File: config.mk
export PLATFORM = sky130hd
export DESIGN_NAME = dual_read_regfile
export DESIGN_NICKNAME = d
export VERILOG_FILES = /design/src/rtl/regfile_pkg.sv /design/src/rtl/regfile_wr_decode.sv /design/src/rtl/regfile_bank.sv /design/src/rtl/regfile_rd_port.sv /design/src/rtl/dual_read_regfile.sv
export SDC_FILE = /design/constraint.sdc
export NUM_CORES = 2
export LEC_CHECK = 0
export CAP_MARGIN = 0
export CORE_UTILIZATION = 61
export CTS_CLUSTER_DIAMETER = 80
export DETAILED_ROUTE_END_ITERATION = 8
export HOLD_SLACK_MARGIN = 0.15
export PLACE_DENSITY_LB_ADDON = 0.08
export SYNTH_ARGS = -nofsm -noshare
export SYNTH_HDL_FRONTEND = slang
export SYNTH_HIERARCHICAL = 1
export SYNTH_SLANG_ARGS = --single-unit
File: constraint.sdc
create_clock -name clk -period 2.57 [get_ports clk]
set_input_delay 0.514 -clock clk [delete_from_list [all_inputs] [get_ports clk]]
set_output_delay 0.514 -clock clk [all_outputs]
set_load 0.1 [all_outputs]
File: src/rtl/regfile_pkg.sv
package regfile_pkg;

    localparam int unsigned RF_DEPTH_DEF = 32;
    localparam int unsigned RF_WIDTH_DEF = 32;
    localparam int unsigned RF_RD_PORTS  = 2;

    typedef enum logic [1:0] {
        WR_IDLE  = 2'b00,
        WR_DROP  = 2'b01,
        WR_STORE = 2'b10
    } wr_kind_e;

    // Classifies a write request: stored, discarded (entry zero) or none.
    function automatic wr_kind_e classify_write(input logic en, input logic addr_is_zero);
        if (!en)
            return WR_IDLE;
        else if (addr_is_zero)
            return WR_DROP;
        else
            return WR_STORE;
    endfunction

endpackage

File: src/rtl/regfile_wr_decode.sv
module regfile_wr_decode
    import regfile_pkg::*;
#(
    parameter int unsigned DEPTH = RF_DEPTH_DEF,
    localparam int unsigned AW   = $clog2(DEPTH)
) (
    input  logic              wr_en,
    input  logic [AW-1:0]     wr_addr,
    output logic [DEPTH-1:0]  wr_sel
);

    wr_kind_e kind;

    always_comb begin
        kind = classify_write(wr_en, (wr_addr == '0));
    end

    // Entry zero never gets a select line.
    assign wr_sel[0] = 1'b0;

    for (genvar i = 1; i < DEPTH; i++) begin : g_sel
        assign wr_sel[i] = (kind == WR_STORE) && (wr_addr == AW'(i));
    end

    // a disabled write selects nothing
    always_comb begin
        if (!wr_en) begin
            p_no_sel_when_idle_r3: assert (wr_sel == '0);
        end
    end

endmodule

File: src/rtl/regfile_bank.sv
module regfile_bank
    import regfile_pkg::*;
#(
    parameter int unsigned DEPTH = RF_DEPTH_DEF,
    parameter int unsigned WIDTH = RF_WIDTH_DEF
) (
    input  logic                        clk,
    input  logic                        rst,
    input  logic [DEPTH-1:0]            wr_sel,
    input  logic [WIDTH-1:0]            wr_data,
    output logic [DEPTH-1:0][WIDTH-1:0] entries
);

    // Entry zero is a constant source, not a storage element.
    assign entries[0] = '0;

    for (genvar i = 1; i < DEPTH; i++) begin : g_entry
        always_ff @(negedge clk) begin
            if (rst)
                entries[i] <= '0;
            else if (wr_sel[i])
                entries[i] <= wr_data;
        end

        // a selected entry holds the written data after the edge
        p_entry_load_r2: assert property (@(negedge clk) disable iff (rst)
            wr_sel[i] |=> entries[i] == $past(wr_data));

        // an unselected entry keeps its value
        p_entry_keep_r8: assert property (@(negedge clk) disable iff (rst)
            !wr_sel[i] |=> $stable(entries[i]));
    end

    // reset clears the whole bank
    p_reset_clear_r1: assert property (@(negedge clk)
        rst |=> entries == '0);

endmodule

File: src/rtl/regfile_rd_port.sv
module regfile_rd_port
    import regfile_pkg::*;
#(
    parameter int unsigned DEPTH = RF_DEPTH_DEF,
    parameter int unsigned WIDTH = RF_WIDTH_DEF,
    localparam int unsigned AW   = $clog2(DEPTH)
) (
    input  logic [DEPTH-1:0][WIDTH-1:0] entries,
    input  logic [AW-1:0]               rd_addr,
    output logic [WIDTH-1:0]            rd_data
);

    always_comb begin
        rd_data = entries[rd_addr];
    end

endmodule

File: src/rtl/dual_read_regfile.sv
module dual_read_regfile
    import regfile_pkg::*;
#(
    parameter int unsigned DEPTH = RF_DEPTH_DEF,
    parameter int unsigned WIDTH = RF_WIDTH_DEF,
    localparam int unsigned AW   = $clog2(DEPTH)
) (
    input  logic             clk,
    input  logic             rst,
    input  logic [AW-1:0]    rd_addr_a,
    input  logic [AW-1:0]    rd_addr_b,
    output logic [WIDTH-1:0] rd_data_a,
    output logic [WIDTH-1:0] rd_data_b,
    input  logic             wr_en,
    input  logic [AW-1:0]    wr_addr,
    input  logic [WIDTH-1:0] wr_data
);

    logic [DEPTH-1:0]                     sel;
    logic [DEPTH-1:0][WIDTH-1:0]          entries;
    logic [RF_RD_PORTS-1:0][AW-1:0]       rd_addr;
    logic [RF_RD_PORTS-1:0][WIDTH-1:0]    rd_data;

    assign rd_addr[0] = rd_addr_a;
    assign rd_addr[1] = rd_addr_b;
    assign rd_data_a  = rd_data[0];
    assign rd_data_b  = rd_data[1];

    regfile_wr_decode #(.DEPTH(DEPTH)) u_decode (
        .wr_en   (wr_en),
        .wr_addr (wr_addr),
        .wr_sel  (sel)
    );

    regfile_bank #(.DEPTH(DEPTH), .WIDTH(WIDTH)) u_bank (
        .clk     (clk),
        .rst     (rst),
        .wr_sel  (sel),
        .wr_data (wr_data),
        .entries (entries)
    );

    for (genvar p = 0; p < RF_RD_PORTS; p++) begin : g_rd
        regfile_rd_port #(.DEPTH(DEPTH), .WIDTH(WIDTH)) u_port (
            .entries (entries),
            .rd_addr (rd_addr[p]),
            .rd_data (rd_data[p])
        );
    end

    // address zero reads zero on either port
    p_zero_read_a_r4: assert property (@(posedge clk) disable iff (rst)
        (rd_addr_a == '0) |-> (rd_data_a == '0));
    p_zero_read_b_r4: assert property (@(posedge clk) disable iff (rst)
        (rd_addr_b == '0) |-> (rd_data_b == '0));

    // equal addresses give equal data
    p_same_addr_r7: assert property (@(posedge clk) disable iff (rst)
        (rd_addr_a == rd_addr_b) |-> (rd_data_a == rd_data_b));

    // nothing moves when writes are disabled
    p_idle_stable_r3: assert property (@(negedge clk) disable iff (rst)
        !wr_en |=> $stable(entries));

endmodule

==> flow_summary.json <==
{
  "max_flop_register": "u_bank/entries",
  "hold_path_class": "reg -> reg",
  "criticalPathCategory": "reg -> out",
  "antenna_found_initial": 1,
  "grt_pass1_vias": 53601,
  "cts_buffers": 112,
  "gp_congestion": 0.911,
  "r2r_cells": 2,
  "hold_viol": 0,
  "cap_violations": 0,
  "rsz0062_at_grt": "true",
  "wl_um": 222000,
  "dieArea_um2": 90700,
  "vias": 53487,
  "syn_inst": 5702,
  "violations": "DRC, setup timing",
  "worst_pin_slew_ns": 0.747,
  "hold_depth": 2,
  "cts-root-buf": "clkbuf_16",
  "avgSynthCellArea_um2": 9.57,
  "row_count": 109,
  "arrival_ns": 4.17,
  "worstPathRequired_ns": 2.06,
  "synthToLayoutAreaGrowth_pct": 34.6,
  "grtUsageTotal_pct": 43.5,
  "antenna_left": 0,
  "drt_iter0_drc": 7007,
  "initial_core_util_pct": 61.7,
  "irDropWorstVdd_mv": 0.573,
  "ios": 114,
  "cts_tree": "yes",
  "syn_area_um2": 54600,
  "p_leak_nw": 32.4,
  "dieHeight_um": 301,
  "final_common_cell": "mux2i_1",
  "fp.dieW_um": 301,
  "fin_ws_ns": -2.11,
  "power_mw": 46.9,
  "start_kind": "flip-flop",
  "yosysWarningCount": 6,
  "clk_latency_ns": 0.72,
  "slowest_delay_ns": 0.53,
  "endpoint_kind": "output port",
  "clock-sinks": 992,
  "layout_common_cells": "1950 x mux2i_1, 1015 x inv_1, 988 x nor2_1",
  "grt_max_degree": 52,
  "path_cells": "mux2i_2 -> a22o_1 -> nor3_2 -> a31oi_2 -> nand3_4 -> buf_12",
  "hpwl_um": 116000,
  "core_area_um2": 88500,
  "clock_path_buffers": 3,
  "outcome": "finished, violations left",
  "setup_viol_count_final": 824,
  "grt_first_pass_wirelength_um": 304000,
  "nets": 7112,
  "globalRouteMet3Util_pct": 14.4,
  "grtUsageMet2_pct": 64.6,
  "wl_per_cell_um": 26.7,
  "drtPass1Iterations": 9,
  "p_per_area_nw_per_um2": 638,
  "tns_ns": -159.09,
  "drv_slew": 0,
  "top_usage_layer": "met2",
  "largest_reg_flops": 992,
  "finClkSkew_ns": 0,
  "hold_slack_ns": 0.497,
  "portBuffers": 113,
  "reg_top3": "u_bank/entries x992",
  "via_per_inst": 6.43,
  "cp_slowest_cell": "a22o_1",
  "grt.met1_usage_pct": 52.5,
  "ctsHoldBuffers": 0,
  "drive_gt1_share_pct": 20.0,
  "cp_max_fo": 3,
  "cts.clk_slew.worst_paths_ns": 0.08,
  "route.detailed.drc": 8,
  "ctsHtreeMaxLevel": 3,
  "antenna_cells": 0,
  "max-slew-margin-rel_pct": 49.9,
  "gr-total-overflow": 0
}
-- per-layer routing --
metal | routed length (um) | share of wire [%]
met2 | 93700 | 42
met5 | 256 | 0.12
met3 | 29700 | 13
met1 | 80500 | 36
met4 | 18100 | 8.1
-- report_power, final --
group	internal [mW]	total (mW)	switching, mW
sequential	15.6	15.7	0.0974
clock	12.5	24.7	12.2
combinational	2.53	6.50	3.97
total	30.7	46.9	16.2
-- worst max-delay path: cells and delay by family (launching register included) --
kind / cells / cell delay, ns
compound gates: 2 / 0.81
mux: 1 / 0.42
flops: 1 / 0.35
simple gates: 2 / 0.34
buf+inv: 1 / 0.18
-- worst paths after layout --
check        slack [ns]                             start                               end
min                0.50  u_bank/entries[123]$_SDFFE_NP0P_  u_bank/entries[123]$_SDFFE_NP0P_
max reg2reg        1.59  u_bank/entries[697]$_SDFFE_NP0P_  u_bank/entries[697]$_SDFFE_NP0P_
max               -2.11   u_bank/entries[93]$_SDFFE_NP0P_                     rd_data_a[29]
min reg2reg        0.50  u_bank/entries[123]$_SDFFE_NP0P_  u_bank/entries[123]$_SDFFE_NP0P_
-- through the flow --
stage / area, um2 / utilization (%) / worst slack (ns) / std cells
5_1_grt: 73500 / 83.0 / -2.02 / 8322
2_1_floorplan: 55800 / - / -0.491 / 5733
6_report: 73500 / 83.0 / -2.11 / 8322
4_1_cts: 72200 / 81.5 / -1.31 / 8289
3_5_place_dp: 61900 / 69.9 / -1.31 / 7001
3_3_place_gp: 61900 / 69.9 / -1.26 / 7001
-- repair_timing --
| action | in CTS | in global routing |
|---|---|---|
| endpoints found under the setup margin | 1056 | 876 |
| pin swaps | 146 | 174 |
| buffers inserted | 70 | 20 |
| cloned | 29 | 21 |
| gates resized for setup | 305 | 177 |
-- layout make-up --
type	instances	area, um2
clock inverter	1087	4840
fill	4922	15000
timing repair buffer	841	11600
multi-input combinational	4123	32700
clock buffer	114	2850
tap	1165	1460
sequential	992	20000
Power figures use the tool's default switching activity.
